--- config.mk ---
export PLATFORM = sky130hd
export DESIGN_NAME = codec_reg_access
export DESIGN_NICKNAME = d
export VERILOG_FILES = /design/src/rtl/cra_pkg.sv /design/src/rtl/cra_ctl_reg.sv /design/src/rtl/cra_reply_match.sv /design/src/rtl/codec_reg_access.sv
export SDC_FILE = /design/constraint.sdc
export NUM_CORES = 1
export LEC_CHECK = 0
export ABC_CLOCK_PERIOD_IN_PS = 1600
export BUFFER_PORTS_ARGS = -buffer_cell sky130_fd_sc_hd__buf_4
export CELL_PAD_IN_SITES_DETAIL_PLACEMENT = 0
export CELL_PAD_IN_SITES_GLOBAL_PLACEMENT = 1
export CORE_ASPECT_RATIO = 0.75
export CORE_MARGIN = 1.5
export CORE_UTILIZATION = 28
export DETAILED_ROUTE_END_ITERATION = 12
export HOLD_SLACK_MARGIN = 0.08
export PLACE_DENSITY_LB_ADDON = 0.1
export SLEW_MARGIN = 25
export SYNTH_ARGS = -nofsm -noshare
export SYNTH_HDL_FRONTEND = slang
export SYNTH_SLANG_ARGS = --single-unit
--- constraint.sdc ---
create_clock -name clk -period 1.6 [get_ports clk]
set_clock_uncertainty 0.15 [all_clocks]
set_input_delay 0.16 -clock clk [delete_from_list [all_inputs] [get_ports clk]]
set_output_delay 0.16 -clock clk [all_outputs]
set_load 0.01 [all_outputs]
--- src/rtl/cra_pkg.sv ---
`timescale 1ns/1ps
package cra_pkg;
    localparam int WORD_W = 32;
    localparam int IDX_W  = 7;
    localparam int ECHO_W = 8;
    localparam int DATA_W = 16;

    // control word fields
    localparam int C_RD      = 31;
    localparam int C_IDX_LSB = 24;
    localparam int C_PD_PRI  = 21;
    localparam int C_PD_SEC  = 20;
    localparam int C_LINKOFF = 18;
    localparam int C_WARM    = 17;
    localparam int C_GO      = 16;

    // status word fields
    localparam int S_IDX_LSB = 24;
    localparam int S_PRI     = 23;
    localparam int S_SEC     = 22;
    localparam int S_FRESH   = 17;

    typedef struct packed {
        logic             busy;
        logic [IDX_W-1:0] idx;
    } pend_t;

    typedef struct packed {
        logic [ECHO_W-1:0] idx;
        logic [DATA_W-1:0] data;
        logic              fresh;
    } reply_t;

    function automatic logic [IDX_W-1:0] ctl_index(input logic [WORD_W-1:0] w);
        return w[C_IDX_LSB +: IDX_W];
    endfunction

    function automatic logic [WORD_W-1:0] pack_status(input reply_t r,
                                                      input logic pri,
                                                      input logic sec);
        logic [WORD_W-1:0] s;
        s = '0;
        s[S_IDX_LSB +: ECHO_W] = r.idx;
        s[S_PRI]               = pri;
        s[S_SEC]               = sec;
        s[S_FRESH]             = r.fresh;
        s[DATA_W-1:0]          = r.data;
        return s;
    endfunction
endpackage

--- src/rtl/cra_ctl_reg.sv ---
`timescale 1ns/1ps
module cra_ctl_reg
    import cra_pkg::*;
(
    input  logic              clk,
    input  logic              rst,
    input  logic              we,
    input  logic [WORD_W-1:0] wdata,
    input  logic              link_ready,
    output logic [WORD_W-1:0] ctl_q,
    output logic              issue,
    output logic              overrun,
    output logic              warm_pulse
);
    assign issue = ctl_q[C_GO] && link_ready;

    always_ff @(posedge clk) begin
        if (rst) begin
            ctl_q      <= '0;
            overrun    <= 1'b0;
            warm_pulse <= 1'b0;
        end else begin
            warm_pulse <= issue && ctl_q[C_WARM];
            if (issue)
                ctl_q[C_GO] <= 1'b0;
            if (we && !ctl_q[C_GO])
                ctl_q <= wdata;
            if (we && ctl_q[C_GO])
                overrun <= 1'b1;
        end
    end
endmodule

--- src/rtl/cra_reply_match.sv ---
`timescale 1ns/1ps
module cra_reply_match
    import cra_pkg::*;
(
    input  logic              clk,
    input  logic              rst,
    input  logic              issue,
    input  logic [WORD_W-1:0] cmd,
    input  logic              in_valid,
    input  logic [ECHO_W-1:0] in_idx,
    input  logic [DATA_W-1:0] in_data,
    input  logic              rd_strobe,
    output reply_t            reply
);
    pend_t pend;
    logic  hit;

    assign hit = in_valid && pend.busy &&
                 (in_idx == {{(ECHO_W-IDX_W){1'b0}}, pend.idx});

    always_ff @(posedge clk) begin
        if (rst) begin
            pend  <= '0;
            reply <= '0;
        end else begin
            if (hit)
                pend.busy <= 1'b0;
            if (issue) begin
                pend.busy <= cmd[C_RD];
                pend.idx  <= ctl_index(cmd);
            end
            if (hit) begin
                reply.idx   <= in_idx;
                reply.data  <= in_data;
                reply.fresh <= 1'b1;
            end else if (rd_strobe) begin
                reply.fresh <= 1'b0;
            end
        end
    end
endmodule

--- src/rtl/codec_reg_access.sv ---
`timescale 1ns/1ps
module codec_reg_access
    import cra_pkg::*;
(
    input  logic        clk,
    input  logic        rst,
    input  logic        ctl_we,
    input  logic [31:0] ctl_wdata,
    output logic [31:0] ctl_rdata,
    input  logic        sts_re,
    output logic [31:0] sts_rdata,
    output logic        cmd_overrun,
    output logic        slot_out_valid,
    input  logic        slot_out_ready,
    output logic [31:0] slot_out_cmd,
    input  logic        slot_in_valid,
    input  logic [7:0]  slot_in_index,
    input  logic [15:0] slot_in_data,
    input  logic        codec_pri_rdy,
    input  logic        codec_sec_rdy,
    output logic        warm_rst,
    output logic        pd_pri,
    output logic        pd_sec,
    output logic        link_off
);
    logic [WORD_W-1:0] ctl_q;
    logic              issue;
    reply_t            reply;

    cra_ctl_reg u_ctl (
        .clk        (clk),
        .rst        (rst),
        .we         (ctl_we),
        .wdata      (ctl_wdata),
        .link_ready (slot_out_ready),
        .ctl_q      (ctl_q),
        .issue      (issue),
        .overrun    (cmd_overrun),
        .warm_pulse (warm_rst)
    );

    cra_reply_match u_match (
        .clk       (clk),
        .rst       (rst),
        .issue     (issue),
        .cmd       (ctl_q),
        .in_valid  (slot_in_valid),
        .in_idx    (slot_in_index),
        .in_data   (slot_in_data),
        .rd_strobe (sts_re),
        .reply     (reply)
    );

    assign ctl_rdata      = ctl_q;
    assign slot_out_cmd   = ctl_q;
    assign slot_out_valid = ctl_q[C_GO];
    assign pd_pri         = ctl_q[C_PD_PRI];
    assign pd_sec         = ctl_q[C_PD_SEC];
    assign link_off       = ctl_q[C_LINKOFF];
    assign sts_rdata      = pack_status(reply, codec_pri_rdy, codec_sec_rdy);
endmodule

==> results of run 1 <==
-- state kept, by name (all words and copies together), names as in the netlist --
register / flops
u_match.pend: 8
u_match.reply: 25
u_ctl.ctl_q: 32
u_ctl.warm_pulse: 1
u_ctl.overrun: 1
-- through the flow --
step | power (µW) | cell area, µm² | setup TNS [ps]
floorplan | 2092 | 2982 | 0
global placement | 2341 | 4003 | -1674
detailed placement | 2342 | 4003 | -2065
CTS | 4330 | 4878 | -2763
global route | 4448 | 4878 | -4476
finish | 4239 | 4878 | -2514
-- power groups by stage --
stage          Combinational, µW  Clock, µW  Sequential (µW)
2_1_floorplan                274          0             1820
3_3_place_gp                 537          0             1800
3_5_place_dp                 536          0             1810
4_1_cts                      654       1910             1770
5_1_grt                      703       1970             1780
6_report                     649       1820             1770
-- repair_timing --
| action | 4_1_cts | 5_1_grt |
|---|---|---|
| cloned | 0 | 0 |
| resized for setup | 1 | 0 |
| hold endpoints to repair | 59 | 0 |
| hold buffers | 60 | 0 |
| setup buffers | 0 | 0 |
| endpoints found under the setup margin | 25 | 25 |
-- cells by family after synthesis --
family / count (synthesis)
xor gates and xnor gates: 7
muxes: 23
buffers and inverters: 64
other: 1
AOI/OAI and AO/OA: 42
and+or+nand+nor: 137
DFF: 67
-- final cells by class --
cell class | count | area [µm²] | area share [%]
clock buffer | 14 | 264.0 | 5.412
clock inverter | 2 | 10.01 | 0.2052
multi-input combinational | 214 | 1210 | 24.80
sequential | 67 | 1343 | 27.52
tap | 136 | 170.2 | 3.488
timing repair buffer | 224 | 1882 | 38.57
-- worst paths after layout --
check | from | end | cells past startpoint
setup / recovery | u_match.pend[5]$_SDFFE_PP0P_ | u_match.reply[1]$_SDFFE_PP0P_ | 5
hold / removal | codec_pri_rdy | sts_rdata[23] | 0
setup reg to reg | u_match.pend[5]$_SDFFE_PP0P_ | u_match.reply[1]$_SDFFE_PP0P_ | 5
hold reg to reg | u_match.pend[5]$_SDFFE_PP0P_ | u_match.pend[5]$_SDFFE_PP0P_ | 2
-- layer usage --
| metal | wire length (µm) | up-vias | GRT usage [%] |
|---|---|---|---|
| li1 | - | 1388 | - |
| met1 | 3456 | 1252 | 16.99 |
| met2 | 3698 | 93 | 23.03 |
| met3 | 559 | 11 | 5.037 |
| met4 | 129 | 0 | 6.176 |
| met5 | 0 | - | 0 |
-- placed cells by master (no fill, tap or decap), types with 3 or more instances in the layout --
master,n
a21oi_1,40
mux2i_1,23
buf_4,160
nand2_1,77
conb_1,5
dlygate4sd3_1,60
dfxtp_1,66
clkbuf_1,3
nand2b_1,47
xnor2_1,5
clkbuf_16,9
buf_12,4
-- worst max-delay path: stages, from the launching register on --
cell      delay, ps
dfxtp_2         320
xnor2_1         150
nand4b_1        180
nor4_4          380
buf_12          250
mux2i_1         210
==> qor.csv, run 1 <==
metric,value,unit
outcome,"complete, but fails checks",
violations,setup timing,
dr.first_iter.drc_count,89,
rows,32,
muxShareOfSynthArea,7.760,%
io_buffers,156,
switching_share,23.47,%
antenna_cells,0,
synth_top_family_by_area,simple AND/OR/NAND/NOR gates,
grt_setup_unrepaired,true,
yosys_warnings,0,
dpl.cell_count,581,
fin_crit_sh,108.1,%
htreeDepth,3,
r2r_setup_slack,-130,ps
avgViaCountPerCell,4.177,
drive_gt1_share,34.74,%
ys.flop_type,dfxtp_1,
routedWlPerCell,11.94,µm
p_seq_share,41.8,%
yosys.area.top_type,dfxtp_1,
p_switching,994.6,µW
synthDistinctLibCells,23,
crit_path_end_kind,flip-flop,
start_util,28.83,%
critical_path_class,flip-flop to flip-flop,
p_clk_share,42.9,%
setup-violations-final,25,
first_pass_iters,4,
synthArstFlopShare,0,%
synth_common_cells,"nand2_1 (77), dfxtp_1 (67), nand2b_1 (47)",
worstSetupStartpointType,flip-flop,
die_x,121.9,µm
worstPathRequired,1700,ps
synth_xor_area_share,2.067,%
fillers,1016,
worst-path-max-fanout,25,
cts_tree,yes,
irDropWorstVdd,0.0005450,V
drc,0,
clk_latency,330,ps
io_pins,166,
clock-sinks,67,
period_needed,1730,ps
cts_root_buf,clkbuf_16,
synth_edf_count,0,
clockBufferDepth,2,
share_comb_of_total_power,15.3,%
synthAdderAreaFrac,0,%
hold_viol_final,0,
hold-worst-slack,170.0,ps
ys_top_cells_by_area,"dfxtp_1 (45%), buf_4 (11%), nand2b_1 (9.9%), nand2_1 (9.7%), mux2i_1 (7.8%)",
die-area,11230,µm²
hold_class,input pin to primary output,
gp_congestion,0.6752,
cts_inserted_buffers,9,
avgSynthCellArea,8.700,µm²
post_layout_nonfiller_instances,657,
synth_top_area_share,45.21,%
antenna_found_initial,0,
crit_arrival,1830,ps
vias,2744,
worst_slack,-129.7,ps
area_growth,64.45,%
grt_max_degree,36,
final_util,47.41,%
fmax,0.5781,GHz
synth.cell_area,2967,µm²
grt_pass1_vias,2603,
ant_nets,0,
internal_power,3244,µW
pre_cts_slack,-119.2,ps
synth_most_common_cell,nand2_1,
seq_area_frac_synth,45.21,%
core-area,10290,µm²
wl,7844,µm
finalMaxSlewViolations,0,
p_per_area,868.9,nW/µm²
overflow,0,
synth-compound-area-share,7.254,%
track_usage,14.24,%
syn_inst,341,
path_clk_slew,50,ps
maxCapViolCount,0,
final_nets,580,
synth_simple_gate_area_share,22.69,%
ys_seq_elements,67,
die_y,92.14,µm
p_leak,0.002135,µW
grt_pass1_wl,12450,µm
hpwlAfterDp,5164,µm
Power figures use the tool's default switching activity.
==> run 2: changes to the inputs <==
- ABC_CLOCK_PERIOD_IN_PS: 1600 -> 2000
- CORE_ASPECT_RATIO: 0.75 -> 0.8
- CORE_UTILIZATION: 28 -> 33
- clock period: 1.6 -> 2 ns (I/O delays scaled with it)
==> run 2 against run 1 <==
Effect of this change:
- the flow now finishes without violations
- sequential cell count unchanged
- wire length rose by 1.9%
- first-iteration DRC count is 31% lower
- worst hold slack worse by 8.9 ps
- critical path depth rose by 3
- setup slack gained 210 ps
- sequential power shrank 20%
- utilization rose by 8.1 points
- clock power fell by 47%
- count of clock-buffer cells in the layout is 2 lower
- non-clock buffer count grew 1
- register-to-register slack gained 420 ps
- critical endpoint is now u_match.reply[19]$_SDFFE_PP0P_
==> qor.csv, run 2 (synthesized netlist as in run 1, its figures left out) <==
metric,value,unit,change
outcome,finished clean,,
fillers,791,,-22%
die_y,87.81,µm,-4.7%
fin_tns_setup,0,ps,+2514 ps
wl,7993,µm,+1.9%
critical_path.cell_chain,dlygate4sd3_1 -> buf_4 -> xnor2_1 -> nand4_1 -> nor4_4 -> buf_6 -> clkbuf_16 -> mux2i_1,,
grt_pass1_vias,2566,,-1.4%
final_cell_mix,"buf_4 (161), nand2_1 (77), dfxtp_1 (67)",,
overflow,0,,unchanged
p_total,2882,µW,-32%
crit_path_end,u_match.reply[19]$_SDFFE_PP0P_,,
p_switching,726.3,µW,-27%
final_nets,581,,+0.17%
period_needed,1917,ps,
p_per_area,604.4,nW/µm²,-30%
r2r-end,u_match.reply[19]$_SDFFE_PP0P_,,
cts_tree,yes,,
p_clk_share,33.2,%,-9.7 points
worstPathRequired,2110,ps,+410 ps
antenna_cells,0,,unchanged
htreeDepth,3,,unchanged
r2r_setup_slack,290,ps,+420 ps
share_comb_of_total_power,17.8,%,+2.5 points
grt_max_degree,49,,+36%
hold_start,rst,,
grt_setup_unrepaired,false,,
critical_path_buf_inv_count,4,,+3
worstSetupStartpointType,input pin,,
reg_top3,"u_ctl.ctl_q x32, u_match.reply x25, u_match.pend x8",,
hold_class,input pin to flip-flop,,
hpwlAfterDp,5108,µm,-1.1%
dr.first_iter.drc_count,61,,-31%
critical_path_class,input pin to flip-flop,,
final_common_cell,buf_4,,
routedWlPerCell,12.63,µm,+5.8%
die-area,9571,µm²,-15%
io_buffers,156,,unchanged
regArea,1341,µm²,about the same
rows,30,,-6.3%
fin_crit_sh,95.86,%,
hold_viol_final,0,,unchanged
cp.depth,8,,+3
cp_top_family,buffers and inverters,,
clockBufferDepth,2,,unchanged
clock-sinks,67,,unchanged
critPathMaxStageDelay,560,ps,+180 ps
vias,2710,,-1.2%
worst-path-max-fanout,6,,-76%
ant_nets,0,,unchanged
drc,0,,unchanged
path_clk_slew,70,ps,+20 ps
die_x,109.0,µm,-11%
switching_share,25.20,%,+1.7 points
gp_congestion,0.6443,,-4.6%
timing.rr.start,u_match.pend[1]$_SDFFE_PP0P_,,
slowest_stage,dlygate4sd3_1,,
p_leak,0.002100,µW,-1.6%
crit_start,slot_in_index[3],,
first_pass_iters,4,,unchanged
regMostFlops,u_ctl.ctl_q,,
p_seq_share,49.1,%,+7.3 points
crit_arrival,2030,ps,+200 ps
maxCapViolCount,0,,unchanged
cts_inserted_buffers,9,,unchanged
finalMaxSlewViolations,0,,unchanged
multi_input_area,1225,µm²,+1.2%
setup-violations-final,0,,-100%
irDropWorstVdd,0.0002561,V,-53%
track_usage,16.04,%,+1.8 points
core-area,8596,µm²,-16%
crit_path_end_kind,flip-flop,,
area_growth,60.73,%,
clk_latency,330,ps,about the same
drive_gt1_share,35.51,%,+0.77 points
ff2ff_path_depth,6,,+1
io_pins,166,,unchanged
internal_power,2156,µW,-34%
grt_pass1_wl,11920,µm,-4.2%
avgViaCountPerCell,4.281,,+2.5%
antenna_found_initial,0,,unchanged
largest_reg_flops,32,,unchanged
fmax,0.5216,GHz,
cts_root_buf,clkbuf_8,,
start_util,34.51,%,+5.7 points
run 2: cell types whose count changed in the layout (fill, tap and decap cells not counted), moves of 2 or more:
| cell | previous run | this run |
|---|---|---|
| clkbuf_8 | 2 | 10 |
| clkbuf_16 | 9 | 2 |
| buf_12 | 4 | 2 |
| buf_6 | 0 | 2 |
| dlygate4sd3_1 | 60 | 58 |
| xnor2_1 | 5 | 3 |
| xnor2_2 | 0 | 2 |
run 2: layout make-up:
type	count	area share (%)
multi-input combinational	214	25.69
tap	112	2.939
timing repair buffer	225	39.88
clock inverter	3	0.3149
sequential	67	28.13
clock buffer	12	3.044
run 2: layer usage:
metal,part of all wire [%],vias up,wire length (µm),global-route usage [%]
li1,-,1390,-,-
met1,45,1223,3566,18.73
met2,48,88,3864,27.78
met3,5.7,9,457,4.762
met4,1.3,0,104,6.100
met5,0,-,0,0
run 2: worst min-delay path by stage:
stage	depth (start not counted)	end
after floorplan	2	u_ctl.ctl_q[0]$_SDFFE_PP0N_
after global placement	0	sts_rdata[22]
after detailed placement	0	sts_rdata[22]
after CTS	2	u_match.pend[4]$_SDFFE_PP0P_
after global routing	2	u_ctl.ctl_q[26]$_SDFFE_PP0N_
final	2	u_ctl.ctl_q[29]$_SDFFE_PP0N_
run 2: metrics by stage:
step | area (µm²) | setup WS (ps) | hold slack [ps] | std cells | utilization (%)
finish | 4768 | 82.76 | 161.1 | 633 | 55.47
global route | 4768 | 4.422 | 149.3 | 633 | 55.47
CTS | 4681 | 71.86 | 135.8 | 629 | 54.45
detailed placement | 3940 | 294.4 | 250.1 | 556 | 45.84
global placement | 3940 | 317.5 | 250.1 | 556 | 45.84
floorplan | 2982 | 447.6 | 186.0 | 345 | -
run 2: power groups by stage:
stage	Clock, µW	Sequential (µW)	Combinational (µW)
floorplan	0	1450	219
global placement	0	1440	421
detailed placement	0	1440	423
CTS	1010	1410	515
global route	1060	1420	557
finish	956	1410	512
run 2: what timing repair did:
| action | 4_1_cts | 5_1_grt |
|---|---|---|
| setup buffers | 0 | 1 |
| setup endpoints to repair | 0 | 23 |
| resized for setup | 0 | 3 |
| hold buffers | 58 | 0 |
| endpoints found under the hold margin | 57 | 0 |
==> run 3: changes to the inputs <==
- BUFFER_PORTS_ARGS: -buffer_cell sky130_fd_sc_hd__buf_4 -> -buffer_cell sky130_fd_sc_hd__buf_2
==> run 3 against run 2 <==
Effect of this change:
- via count decreased by 1.7%
- sequential power about the same
- setup slack got worse by 28 ps
- first-iteration DRC count increased by 16%
- utilization decreased by 4.3 points
- count of clock-buffer cells in the layout increased by 1
- critical path depth unchanged
- sequential cell count unchanged
- design area decreased by 7.8%
- fmax decreased by 1.4%
==> qor.csv, run 3 (synthesized netlist as in run 1, its figures left out) <==
metric,value,unit,change
routedWlPerCell,11.94,µm,-5.4%
antenna_cells,0,,unchanged
final_nets,580,,-0.17%
period_needed,1945,ps,+27.97 ps
crit_start,slot_in_index[3],,
htreeDepth,3,,unchanged
grt_max_degree,55,,+12%
clock-sinks,67,,unchanged
fin_crit_sh,97.26,%,+1.4 points
final_util,51.15,%,-4.3 points
hold_path_end,u_match.pend[5]$_SDFFE_PP0P_,,
die_x,109.0,µm,unchanged
drc,0,,unchanged
drive_gt1_share,35.19,%,-0.32 points
gp_congestion,0.6624,,+2.8%
wl,7548,µm,-5.6%
fillers,861,,+8.8%
largest_reg_flops,32,,unchanged
area_growth,48.21,%,
io_buffers,156,,unchanged
timing.rr.start,u_match.pend[1]$_SDFFE_PP0P_,,
regArea,1341,µm²,unchanged
final_cell_mix,"buf_2 (156), nand2_1 (77), dfxtp_1 (67)",,
vias,2664,,-1.7%
hold_class,input pin to flip-flop,,
cts_root_buf,clkbuf_8,,
regMostFlops,u_ctl.ctl_q,,
hold_start,rst,,
worst-path-max-fanout,6,,unchanged
crit_arrival,2050,ps,+20 ps
irDropWorstVdd,0.0004241,V,+66%
hpwlAfterDp,4905,µm,-4.0%
critical_path_class,input pin to flip-flop,,
setup-violations-final,0,,unchanged
antenna_found_initial,0,,unchanged
holdPathStages,3,,+1
hold_viol_final,0,,unchanged
cts_inserted_buffers,9,,unchanged
grt_pass1_vias,2485,,-3.2%
ff2ff_path_depth,6,,unchanged
dr.first_iter.drc_count,71,,+16%
finalMaxSlewViolations,0,,unchanged
pre_cts_slack,284.0,ps,-10.46 ps
overflow,0,,unchanged
final_common_cell,buf_2,,
r2r-end,u_match.reply[5]$_SDFFE_PP0P_,,
worst_slack,54.79,ps,-27.97 ps
grt_pass1_wl,11390,µm,-4.5%
io_pins,166,,unchanged
post_layout_nonfiller_instances,632,,-0.16%
r2r_setup_slack,270,ps,-20 ps
die_y,87.81,µm,unchanged
core-area,8596,µm²,unchanged
clk_latency,320,ps,about the same
path_clk_slew,70,ps,about the same
crit_path_end_kind,flip-flop,,
p_total,2944,µW,+2.2%
outcome,finished clean,,
rows,30,,unchanged
ant_nets,0,,unchanged
worstPathRequired,2100,ps,about the same
fin_tns_setup,0,ps,unchanged
maxCapViolCount,0,,unchanged
worstSetupStartpointType,input pin,,
avgViaCountPerCell,4.215,,-1.5%
clockBufferDepth,2,,unchanged
die-area,9571,µm²,unchanged
multi_input_area,1217,µm²,-0.61%
p_leak,0.002045,µW,-2.6%
first_pass_iters,4,,unchanged
start_util,34.51,%,unchanged
reg_top3,"u_ctl.ctl_q x32, u_match.reply x25, u_match.pend x8",,
cts_tree,yes,,
dpl.cell_count,555,,-0.18%
p_per_area,669.6,nW/µm²,+11%
fmax,0.5141,GHz,-1.4%
track_usage,15.27,%,-0.76 points
==> run 3: cell type report <==
| cell class | count | area share [%] |
|---|---|---|
| clock inverter | 2 | 0.7968 |
| timing repair buffer | 224 | 34.21 |
| sequential | 67 | 30.51 |
| tap | 112 | 3.187 |
| multi-input combinational | 214 | 27.69 |
| clock buffer | 13 | 3.614 |
==> run 3: report_power, final <==
part	switching [µW]	internal, µW	total [µW]
registers	33.8	1380	1410
clock network	471	637	1110
logic	195	232	427
total	700	2240	2940
==> run 3: worst max-delay path by stage <==
stage / endpoint / slack [ps] / cells after the start
final: u_match.reply[5]$_SDFFE_PP0P_ / 50 / 8
after global routing: u_match.reply[10]$_SDFFE_PP0P_ / -20 / 8
after CTS: u_match.reply[20]$_SDFFE_PP0P_ / 100 / 7
after detailed placement: u_match.reply[19]$_SDFFE_PP0P_ / 280 / 5
after global placement: u_match.reply[13]$_SDFFE_PP0P_ / 380 / 6
after floorplan: u_match.reply[1]$_SDFFE_PP0P_ / 450 / 6
==> run 3: worst max-delay path: stages <==
cell           delay [ps]
dlygate4sd3_1         550
buf_2                 140
xnor2_1               130
nand4_1               180
nor4_4                320
buf_6                 180
clkbuf_16             160
mux2i_1               180
==> run 3: per-layer routing <==
metal | wire (µm) | part of all wire, % | vias to the layer above | global-route usage, %
met5 | 0 | 0 | - | 0
li1 | - | - | 1387 | -
met1 | 3455 | 46 | 1184 | 18.16
met4 | 58 | 0.77 | 0 | 4.665
met3 | 451 | 6.0 | 7 | 4.688
met2 | 3584 | 47 | 86 | 26.48
==> run 3: stage by stage <==
stage	hold WS (ps)	area (µm²)
2_1_floorplan	186.0	2982
3_3_place_gp	250.1	3542
3_5_place_dp	250.1	3542
4_1_cts	153.2	4317
5_1_grt	172.7	4397
6_report	171.4	4397
==> run 3: what timing repair did <==
action / CTS / global route
hold endpoints to repair: 57 / 0
setup buffers: 0 / 1
hold buffers: 58 / 0
endpoints found under the setup margin: 0 / 3
resized for setup: 0 / 2
